[src/rtl/adc_scan_pkg.sv]
package adc_scan_pkg;

    localparam int CH_W = 3;

    typedef enum logic [1:0] {
        MODE_OFF      = 2'd0,
        MODE_SINGLE   = 2'd1,
        MODE_SCAN_IRQ = 2'd2,
        MODE_SCAN     = 2'd3
    } scan_mode_e;

    localparam int CTL_EN_BIT   = 7;
    localparam int CTL_LOAD_BIT = 4;
    localparam int CTL_CH_LSB   = 1;
    localparam int CTL_HL_BIT   = 0;

    typedef struct packed {
        logic            en;
        logic            load;
        logic [CH_W-1:0] chan;
        logic            hl;
    } ctl_word_t;

    function automatic ctl_word_t decode_ctl(input logic [7:0] w);
        ctl_word_t c;
        c.en   = w[CTL_EN_BIT];
        c.load = w[CTL_LOAD_BIT];
        c.chan = w[CTL_CH_LSB +: CH_W];
        c.hl   = w[CTL_HL_BIT];
        return c;
    endfunction

    function automatic logic is_scan(input scan_mode_e m);
        return (m == MODE_SCAN_IRQ) || (m == MODE_SCAN);
    endfunction

endpackage

[src/rtl/adc_next_chan.sv]
module adc_next_chan #(
    parameter int CW  = 3,
    localparam int NCH = 1 << CW
) (
    input  logic [CW-1:0]  cur,
    input  logic [NCH-1:0] mask,
    output logic [CW-1:0]  nxt
);
    // Walk downward so the nearest selected channel above cur is kept last.
    always_comb begin
        logic [CW-1:0] cand;
        nxt = cur;
        for (int k = NCH; k >= 1; k--) begin
            cand = cur + CW'(k);
            if (mask[cand]) nxt = cand;
        end
    end
endmodule

[src/rtl/adc_scan_flags.sv]
module adc_scan_flags
    import adc_scan_pkg::*;
#(
    parameter int CW  = 3,
    localparam int NCH = 1 << CW
) (
    input  logic           clk,
    input  logic           rst,
    input  logic           cmpl,
    input  logic [CW-1:0]  cmpl_chan,
    input  logic [NCH-1:0] mask,
    input  scan_mode_e     mode,
    input  logic           cfg_wr,
    input  logic           data_rd,
    input  logic           status_rd,
    output logic           all_done,
    output logic           irq
);
    logic [NCH-1:0] seen_q;
    logic [NCH-1:0] seen_all;
    logic           acc_set;
    logic           irq_set;

    always_comb begin
        seen_all = seen_q | (NCH'(1) << cmpl_chan);
        acc_set  = cmpl && (|mask) && ((seen_all & mask) == mask);
        irq_set  = cmpl && ((mode == MODE_SINGLE) ||
                            (mode == MODE_SCAN_IRQ && acc_set));
    end

    always_ff @(posedge clk) begin
        if (rst) begin
            seen_q   <= '0;
            all_done <= 1'b0;
            irq      <= 1'b0;
        end else if (cfg_wr) begin
            seen_q   <= '0;
            all_done <= 1'b0;
            irq      <= 1'b0;
        end else begin
            if (acc_set)   seen_q <= '0;
            else if (cmpl) seen_q <= seen_all;
            if (acc_set)      all_done <= 1'b1;
            else if (data_rd) all_done <= 1'b0;
            if (irq_set)                   irq <= 1'b1;
            else if (status_rd || data_rd) irq <= 1'b0;
        end
    end


    acc_mask_chk: assert property (@(posedge clk) disable iff (rst)
        all_done |-> (|mask));

    acc_rise_chk: assert property (@(posedge clk) disable iff (rst)
        $rose(all_done) |-> $past(cmpl));

    irq_mode3_chk: assert property (@(posedge clk) disable iff (rst)
        $rose(irq) |-> ($past(mode) != MODE_SCAN));
endmodule

[src/rtl/adc_scan_seq.sv]
module adc_scan_seq
    import adc_scan_pkg::*;
#(
    parameter int CW  = adc_scan_pkg::CH_W,
    localparam int NCH = 1 << CW
) (
    input  logic           clk,
    input  logic           rst,
    input  logic           ctl_we,
    input  logic [7:0]     ctl_wdata,
    input  logic           mode_we,
    input  logic [1:0]     mode_wdata,
    input  logic           mask_we,
    input  logic [NCH-1:0] mask_wdata,
    input  logic           data_rd,
    input  logic           status_rd,
    input  logic           conv_done,
    output logic           conv_start,
    output logic [CW-1:0]  conv_chan,
    output logic           busy,
    output logic [CW-1:0]  cur_addr,
    output logic           hl_sel,
    output logic           all_done,
    output logic           irq,
    output logic           res_we,
    output logic [CW-1:0]  res_chan
);
    ctl_word_t      ctl;
    scan_mode_e     mode_q;
    logic [NCH-1:0] mask_q;
    logic           en_q;
    logic           req_q;
    logic [CW-1:0]  nxt_chan;
    logic           go;
    logic           cmpl;

    assign ctl  = decode_ctl(ctl_wdata);
    assign go   = !busy && (((mode_q == MODE_SINGLE) && req_q) ||
                            (is_scan(mode_q) && en_q && (|mask_q)));
    assign cmpl = busy && conv_done;

    adc_next_chan #(.CW(CW)) u_next (
        .cur  (conv_chan),
        .mask (mask_q),
        .nxt  (nxt_chan)
    );

    adc_scan_flags #(.CW(CW)) u_flags (
        .clk       (clk),
        .rst       (rst),
        .cmpl      (cmpl),
        .cmpl_chan (conv_chan),
        .mask      (mask_q),
        .mode      (mode_q),
        .cfg_wr    (mode_we || mask_we),
        .data_rd   (data_rd),
        .status_rd (status_rd),
        .all_done  (all_done),
        .irq       (irq)
    );

    always_ff @(posedge clk) begin
        if (rst) begin
            mode_q     <= MODE_OFF;
            mask_q     <= '0;
            en_q       <= 1'b0;
            req_q      <= 1'b0;
            hl_sel     <= 1'b0;
            cur_addr   <= '0;
            busy       <= 1'b0;
            conv_start <= 1'b0;
            conv_chan  <= '0;
            res_we     <= 1'b0;
            res_chan   <= '0;
        end else begin
            conv_start <= go;
            res_we     <= cmpl;
            if (go) begin
                busy      <= 1'b1;
                conv_chan <= cur_addr;
            end else if (cmpl) begin
                busy     <= 1'b0;
                res_chan <= conv_chan;
            end

            if (ctl_we && ctl.load) cur_addr <= ctl.chan;
            else if (cmpl)          cur_addr <= nxt_chan;

            if (mode_we)                                      req_q <= 1'b0;
            else if (ctl_we && ctl.en && mode_q == MODE_SINGLE) req_q <= 1'b1;
            else if (ctl_we && !ctl.en)                       req_q <= 1'b0;
            else if (go && mode_q == MODE_SINGLE)             req_q <= 1'b0;

            if (ctl_we) begin
                en_q   <= ctl.en;
                hl_sel <= ctl.hl;
            end
            if (mode_we) mode_q <= scan_mode_e'(mode_wdata);
            if (mask_we) mask_q <= mask_wdata;
        end
    end


    start_busy_chk: assert property (@(posedge clk) disable iff (rst)
        conv_start |-> busy);

    busy_fall_chk: assert property (@(posedge clk) disable iff (rst)
        $fell(busy) |-> res_we);

    res_idle_chk: assert property (@(posedge clk) disable iff (rst)
        res_we |-> (!busy && !conv_start));

    start_en_chk: assert property (@(posedge clk) disable iff (rst)
        conv_start |-> $past(en_q));
endmodule

[config.mk]
export PLATFORM = sky130hd
export DESIGN_NAME = adc_scan_seq
export DESIGN_NICKNAME = d
export VERILOG_FILES = /design/src/rtl/adc_scan_pkg.sv /design/src/rtl/adc_next_chan.sv /design/src/rtl/adc_scan_flags.sv /design/src/rtl/adc_scan_seq.sv
export SDC_FILE = /design/constraint.sdc
export NUM_CORES = 1
export LEC_CHECK = 0
export BUFFER_PORTS_ARGS = -buffer_cell sky130_fd_sc_hd__buf_4
export CAP_MARGIN = 15
export CORE_MARGIN = 2
export CORE_UTILIZATION = 40
export DETAILED_ROUTE_END_ITERATION = 12
export GPL_ROUTABILITY_DRIVEN = 0
export PLACE_DENSITY = 0.58
export SLEW_MARGIN = 10
export SYNTH_ARGS = -nofsm -noshare
export SYNTH_HDL_FRONTEND = slang
export SYNTH_SLANG_ARGS = --single-unit
[constraint.sdc]
create_clock -name clk -period 6.5 [get_ports clk]
set_input_delay 1.3 -clock clk [delete_from_list [all_inputs] [get_ports clk]]
set_output_delay 1.3 -clock clk [all_outputs]
set_load 0.005 [all_outputs]
# After elaboration in Yosys (flattened, before gate mapping)
# Index checks and enable logic that the tools add are counted.
[totals]
regBits = 35
in_bits = 26
elab_cells = 99
out_inout_bits = 15
[op_classes]
n_bitwise = 3
muxes = 32
order_cmp = 7
eq_ne = 4
n_reduce_logical = 31
n_addsub = 7
n_shift = 1
[op_table]
columns = ["cell", "count"]
rows = [
  ["$lt 3x4->1 const B", 7],
  ["$mux 3", 9],
  ["$bmux 1 s3", 7],
  ["$mux 1", 16],
  ["$logic_and 1x1->1", 14],
  ["$add 3x3->3 const B", 4],
  ["$and 8x8->8", 1],
  ["$eq 8x8->1", 1],
  ["$or 8x8->8", 1],
  ["$reduce_bool 2->1", 4],
  ["$reduce_or 8->1", 1],
  ["$shl 1x3->8 const A", 1],
  ["$add 3x2->3 const B", 2],
  ["$logic_or 1x1->1", 5],
  ["$eq 2x2->1 const B", 2],
  ["$reduce_or 2->1", 2],
  ["$add 3x1->3 const B", 1],
  ["$reduce_bool 3->1", 1],
  ["$reduce_or 3->1", 1],
  ["$eq 2x1->1 const B", 1],
  ["$logic_not 1->1", 2],
  ["$reduce_and 2->1", 1],
  ["$not 1->1", 1],
]

# Longest topological paths before layout
# Gate-level depths: netlist of the first run.
[depth]
ltp_word = 12
ltp_mapped = 11
mapped_depth_nobuf = 8

# Hierarchy
# From an unflattened synthesis of the first run, not the netlist that was laid out.
[unflattened]
hier_cells = 268
hier_area_um2 = 2454.9
[modules_own_cells]
columns = ["module", "area_per_inst_um2", "cells_each", "instances", "seq_area_each_um2"]
rows = [
  ["adc_scan_seq", 958.4, 101, 1, 500.5],
  ["adc_next_chan", 888.4, 98, 1, 0.0],
  ["adc_scan_flags", 608.1, 69, 1, 200.2],
]

# Worst setup path after synthesis of the first run
# OpenSTA, ideal clock, no wires.
[synth_timing]
path_type = "input-to-reg"
start = "input port conv_done"
end = "register cur_addr[1]"
required_time_ns = 6.384
n_path_buf = 1
setup_ns = 0.116
t_arrival_ns = 2.613
stages = 5
slack_ns = 3.771
cell_sequence = "and2_1 clkdlybuf4s50_2 nand2_1 or3_1 o211a_1"
[synth_via]
elab_chain_len = 2
[synth_lines]
columns = ["item", "line", "source"]
rows = [
  ["from (decl)", "adc_scan_seq.sv:17", "input logic conv_done,"],
  ["$logic_and 1x1->1", "adc_scan_seq.sv:40", "assign cmpl = busy && conv_done;"],
  ["$reduce_bool 2->1 (no source line)", "--", ""],
  ["to (signal assigned)", "adc_scan_seq.sv:86", "if (ctl_we && ctl.load) cur_addr <= ctl.chan;"],
  ["to (signal assigned)", "adc_scan_seq.sv:87", "else if (cmpl) cur_addr <= nxt_chan;"],
  ["to (decl)", "adc_scan_seq.sv:21", "output logic [CW-1:0] cur_addr,"],
]
# No other way between the ends.
# A chain may end at the register's enable or synchronous reset.

# Worst setup path after layout of the first run
[layout_timing]
start = "register conv_chan[1]"
end = "register cur_addr[1]"
[layout_via]
elab_chain_len = 12
word_cells_on_any_way = 30
cone_classes = "add/sub: 7; mux: 23"
[layout_lines]
columns = ["item", "line", "source"]
rows = [
  ["from (decl)", "adc_scan_seq.sv:19", "output logic [CW-1:0] conv_chan,"],
  ["from (signal assigned)", "adc_scan_seq.sv:80", "conv_chan <= cur_addr;"],
  ["$add 3x3->3", "adc_next_chan.sv:14", "cand = cur + CW'(k);"],
  ["$bmux 1 s3", "adc_next_chan.sv:15", "if (mask[cand]) nxt = cand;"],
  ["$mux 1 (implied by the code)", "adc_next_chan.sv:15", ""],
  ["$mux 3 (6 in series)", "adc_next_chan.sv:15", ""],
  ["$mux 3 *", "adc_next_chan.sv:15", ""],
  ["$mux 3 *", "adc_scan_seq.sv:87", ""],
  ["$mux 3 *", "adc_scan_seq.sv:86", ""],
]
# Mark *: on every way between the ends. The rest lies on a longest branch, timed or not. The select of a mux whose other input is x is not followed.

==> results of run 1 <==
## placed cells by master (no fill, tap or decap), drive strengths merged, types with 2 or more instances in the layout
| master | instances |
|---|---|
| o41ai | 2 |
| ha | 6 |
| o21ai | 6 |
| xnor2 | 2 |
| nor2b | 4 |
| a21oi | 17 |
| a31oi | 4 |
| nand2b | 6 |
| a221oi | 3 |
| a211oi | 2 |
| clkbuf | 7 |
| and2 | 4 |
| dfxtp | 35 |
| nor4 | 4 |
| buf | 40 |
| mux2 | 4 |
| nand3 | 5 |
| mux4 | 9 |
| a221o | 2 |
| inv | 12 |
| nand2 | 19 |
| nor3 | 7 |
| mux2i | 28 |
| nor2 | 37 |
## where the power goes
group	internal, mW	total (mW)	switching, mW
registers	0.220	0.232	0.0115
logic	0.0361	0.0674	0.0313
clock network	0.0751	0.149	0.0734
total	0.332	0.448	0.116
## state kept, by name, indices dropped and copies added, names as in the netlist, 2 cells and up
signal and count:
cur_addr 3, conv_chan 3, mode_q 2, u_flags.seen_q 8, mask_q 8, res_chan 3
## stage by stage
stage | instances | hold WS [ns] | power (mW)
final | 368 | 0.455 | 0.448
after global routing | 368 | 0.488 | 0.472
after CTS | 368 | 0.461 | 0.454
after detailed placement | 360 | 0.449 | 0.304
after global placement | 360 | 0.440 | 0.304
after floorplan | 269 | 0.428 | 0.282
## kinds of logic (layout without fill, tap and decap cells)
group / Yosys count / after routing / synth area share
AND/OR/NAND/NOR: 93 / 93 / 0.179
adder cells (fa/ha/maj): 6 / 6 / 0.0308
multiplexers: 41 / 41 / 0.225
XOR/XNOR: 3 / 3 / 0.0108
AO/OA/AOI/OAI: 55 / 55 / 0.161
flip-flops: 35 / 35 / 0.288
buffers and inverters: 36 / 60 / 0.105
## routing by layer
layer | share of wire | vias to the layer above | GRT usage
li1 | - | 1017 | -
met1 | 0.47 | 946 | 0.259
met4 | 0.014 | 0 | 0.0667
met2 | 0.47 | 46 | 0.267
met5 | 0 | - | 0
met3 | 0.048 | 8 | 0.0352
## worst max-delay path: stages, from the launching register on
cell and delay, ns:
dfxtp_1 0.85, inv_1 0.38, ha_1 0.75, mux4_1 0.71, mux2i_1 0.28, mux2i_1 0.12, or3_1 0.36, o211a_1 0.23
## worst min-delay path by stage
stage,start,to,cells past startpoint
floorplan,u_flags.seen_q[5]$_SDFFE_PP0P_,u_flags.seen_q[5]$_SDFFE_PP0P_,2
detailed placement,u_flags.seen_q[6]$_SDFFE_PP0P_,u_flags.seen_q[6]$_SDFFE_PP0P_,2
global placement,u_flags.seen_q[5]$_SDFFE_PP0P_,u_flags.seen_q[5]$_SDFFE_PP0P_,2
CTS,res_chan[0]$_SDFFE_PP0P_,res_chan[0]$_SDFFE_PP0P_,2
finish,res_chan[0]$_SDFFE_PP0P_,res_chan[0]$_SDFFE_PP0P_,2
global route,u_flags.seen_q[6]$_SDFFE_PP0P_,u_flags.seen_q[6]$_SDFFE_PP0P_,2
## layout make-up
cell class / instances / area, um^2 / share of cell area
Timing Repair Buffer: 40 / 300 / 0.111
Sequential cell: 35 / 701 / 0.260
Multi-Input combinational cell: 198 / 1480 / 0.548
Tap cell: 75 / 93.8 / 0.0348
Clock buffer: 7 / 76.3 / 0.0283
Inverter: 12 / 45.0 / 0.0167
Clock inverter: 1 / 5.00 / 0.00185
==> results.cfg, run 1 <==
[timing]
finalHoldViolations = 0
max_freq_mhz = 264
fin_crit_ns = 3.79
setup_viol = 0
worst_slack_ns = 2.71
rsz0062_at_grt = no
worst_slew_pin_slew_ns = 0.810
max_slew_margin = 0.459
skew_ns = 0.00595
fin_setup_tns_ns = 0
drv_slew = 0
finalCritPeriodShare = 0.584

[global_routing]
antenna_found_initial = 0
grt_pass1_wl_um = 9320
grt-ovfl-total = 0
grt_max_degree = 30
grt_usage = 0.180
grt_pass1_vias = 1855

[routing]
drtIter0Drc = 106
firstDrtPassIters = 4
antenna_left = 0
via_count = 2017
wl_per_cell_um = 15.2
routed_via_density = 5.48
routed_wl_um = 5580
remaining_drc_errors = 0

[clock_tree]
post_cts_resized = 0
cts_buffers = 5
holdBufCountCts = 0
cts_setup_buffers = 0
cts.clk_slew.worst_paths_ns = 0.07
cts_tree = yes
htree_levels = 2
clock_latency_ns = 0.29
ctsLongestPathBuffers = 2
clkSinkCount = 35
clockRootBuffer = clkbuf_8

[power_and_ir_drop]
power_density_mw_per_mm2 = 166
leakage_nw = 1.09
ir_worst_vdd_uv = 93.2

[worst_setup_path]
endpoint = cur_addr[1]$_SDFFE_PP0P_
startpoint = conv_chan[1]$_SDFFE_PP0P_
ff2ff_setup_slack_ns = 2.71
end_kind = flip-flop
rr_endpoint = cur_addr[1]$_SDFFE_PP0P_
arrival_ns = 3.97
rr_worst_depth = 7
path_max_fanout = 22
path_class = reg2reg
crit_path_start_kind = flip-flop
worstPathRequired_ns = 6.68
r2r-start = conv_chan[1]$_SDFFE_PP0P_

[floorplan]
coreArea_mm2 = 0.00589
io_pins = 41
die_w_um = 82
start_util = 0.413
rows = 28
fp.dieArea_mm2 = 0.00672
die_h_um = 82

[placed_design]
postPlaceCellArea_mm2 = 0.00262
portBuffers = 38
hpwlAfterDp_um = 3950
dp_slack_ns = 2.75

[logic_synthesis]
syn_inst = 269
netlist_area_mm2 = 0.00243
synth_top_area_frac = 0.288
synthTopCellsByCount = 36 x nor2_1, 35 x dfxtp_1, 28 x mux2i_1, 19 x nand2_1, 17 x a21oi_1
synth_edf_count = 0
synth.distinct_cells = 63
synthesis.nets = 301
ys_dominant_reg_cell = dfxtp_1
synth_most_common_cell = nor2_1
synthTopCellsByArea = dfxtp_1 29%, mux2i_1 12%, nor2_1 5.6%
ys_warn_count = 0
seq_area_frac_synth = 0.288
synth_top_cell_by_area = dfxtp_1
ys_ff_latch = 35
synth_async_sr_flop_share = 0
avgSynthCellArea_um2 = 9.05

[min_path]
hold_path.class = reg2reg

[outcome]
status = completed

[cells_and_area]
fin_area_mm2 = 0.00270
syn_to_final_growth_pct = 10.9
nNetsFinal = 324
num-fill-cells = 590
utilization = 0.459
n_antenna_cell = 0
drive_above_1_share = 0.208

[flow_run]
maxCapViolations = 0
Note: power is estimated with default switching activity, not from simulation.
==> inputs of run 2 (changes only) <==
Settings changed: PLACE_DENSITY 0.58 to 0.6.
Clock period 6.5 ns to 3.1 ns, I/O delays scaled along.
==> results.cfg, run 2 (same netlist as run 1, synthesis figures left out) <==
[outcome]
status = completed

[worst_setup_path]
path_common_cell = mux2i_1
cp_slowest_cell = mux4_1
crit_path_start_kind = flip-flop
crit_buf_inv = 1
end_kind = flip-flop
arrival_ns = 2.86
max_stage_delay_ns = 0.64
path_max_fanout = 8
path_class = reg2reg
path_delay_family = multiplexers
worstPathRequired_ns = 3.29
worstPathCellList = inv_1, ha_1, mux4_1, mux2i_1, mux2i_1, or3_1, o211a_1

[global_routing]
grt_usage = 0.208
grt_max_degree = 30
antenna_found_initial = 0
grt_pass1_wl_um = 10500
grt_pass1_vias = 2023
grt-ovfl-total = 0

[cells_and_area]
regArea_um2 = 701
n_antenna_cell = 0
num-fill-cells = 589
final_common_cell = buf_4
multi_input_area_mm2 = 0.00148
syn_to_final_growth_pct = 12.8
final_cell_mix = 45 x buf_4, 36 x nor2_1, 35 x dfxtp_1
top_regs = mask_q: 8 flops, u_flags.seen_q: 8 flops
drive_above_1_share = 0.228
utilization = 0.466
nNetsFinal = 329

[routing]
wl_per_cell_um = 16.6
routed_via_density = 5.53
remaining_drc_errors = 0
routed_wl_um = 6180
antenna_left = 0
firstDrtPassIters = 4
via_count = 2063
drtIter0Drc = 257

[placed_design]
hpwlAfterDp_um = 4410
portBuffers = 38

[floorplan]
rows = 28
die_h_um = 82
fp.dieArea_mm2 = 0.00672
io_pins = 41
start_util = 0.413
die_w_um = 82
coreArea_mm2 = 0.00589

[clock_tree]
clkSinkCount = 35
holdBufCountCts = 0
cts_setup_buffers = 0
post_cts_resized = 0
clock_latency_ns = 0.29
ctsLongestPathBuffers = 2
cts_buffers = 5
clockRootBuffer = clkbuf_8
htree_levels = 2
cts.clk_slew.worst_paths_ns = 0.07
cts_tree = yes

[timing]
fin_setup_tns_ns = 0
finalHoldViolations = 0
worst_slew_pin_slew_ns = 0.476
max_freq_mhz = 373
rsz0062_at_grt = no
max_slew_margin = 0.680
finalCritPeriodShare = 0.864
setup_viol = 0
skew_ns = 0.00748
fin_crit_ns = 2.68
drv_slew = 0

[flow_run]
maxCapViolations = 0

[min_path]
hold_path.class = reg2reg

[power_and_ir_drop]
ir_worst_vdd_uv = 274
leakage_nw = 1.11
power_density_mw_per_mm2 = 351
-- run 2: cell types whose count changed in the layout (fill, tap and decap cells not counted), sizes merged --
cell / change
buf: +5
clkbuf: -2
clkinvlp: +2
-- run 2: worst reg2reg max path, cell delays in order (launching register included) --
cell     delay, ns
dfxtp_1       0.33
inv_1         0.14
ha_1          0.39
mux4_1        0.64
mux2i_1       0.36
mux2i_1       0.12
or3_1         0.36
o211a_1       0.23
-- run 2: worst paths after layout --
| path | to | cells after the start | slack, ns | startpoint |
|---|---|---|---|---|
| hold reg to reg | u_flags.seen_q[7]$_SDFFE_PP0P_ | 2 | 0.48 | u_flags.seen_q[7]$_SDFFE_PP0P_ |
| hold / removal | u_flags.seen_q[7]$_SDFFE_PP0P_ | 2 | 0.48 | u_flags.seen_q[7]$_SDFFE_PP0P_ |
| setup reg to reg | cur_addr[1]$_SDFFE_PP0P_ | 7 | 0.42 | conv_chan[0]$_SDFFE_PP0P_ |
| setup / recovery | cur_addr[1]$_SDFFE_PP0P_ | 7 | 0.42 | conv_chan[0]$_SDFFE_PP0P_ |
-- run 2: area by class of cell --
class / instances / area share
Tap cell: 75 / 0.0342
Timing Repair Buffer: 45 / 0.123
Clock buffer: 5 / 0.0251
Multi-Input combinational cell: 198 / 0.539
Inverter: 12 / 0.0164
Sequential cell: 35 / 0.255
Clock inverter: 3 / 0.00730
-- run 2: power breakdown --
group / switching, mW / total, mW / internal (mW) / leakage [nW]
Clock: 0.175 / 0.331 / 0.156 / 0.0402
Combinational: 0.0684 / 0.145 / 0.0763 / 0.786
Sequential: 0.0249 / 0.487 / 0.462 / 0.285
-- run 2: routing by layer --
metal | part of all wire | track usage | wire length (um) | vias to the layer above
met5 | 0 | 0 | 0 | -
met4 | 0.0073 | 0.0683 | 45 | 0
met3 | 0.045 | 0.0396 | 278 | 7
met2 | 0.46 | 0.307 | 2860 | 54
met1 | 0.49 | 0.303 | 3000 | 971
li1 | - | - | - | 1031
-- run 2: per-stage QoR --
stage / power (mW) / hold WS [ns] / cell area, um^2 / setup WS (ns) / std cells
after floorplan: 0.590 / 0.428 / 2430 / 0.422 / 269
after global placement: 0.639 / 0.450 / 2660 / 0.500 / 365
after detailed placement: 0.642 / 0.457 / 2660 / 0.440 / 365
after CTS: 0.970 / 0.479 / 2740 / 0.431 / 373
after global routing: 1.01 / 0.506 / 2740 / 0.264 / 373
final: 0.963 / 0.480 / 2740 / 0.420 / 373
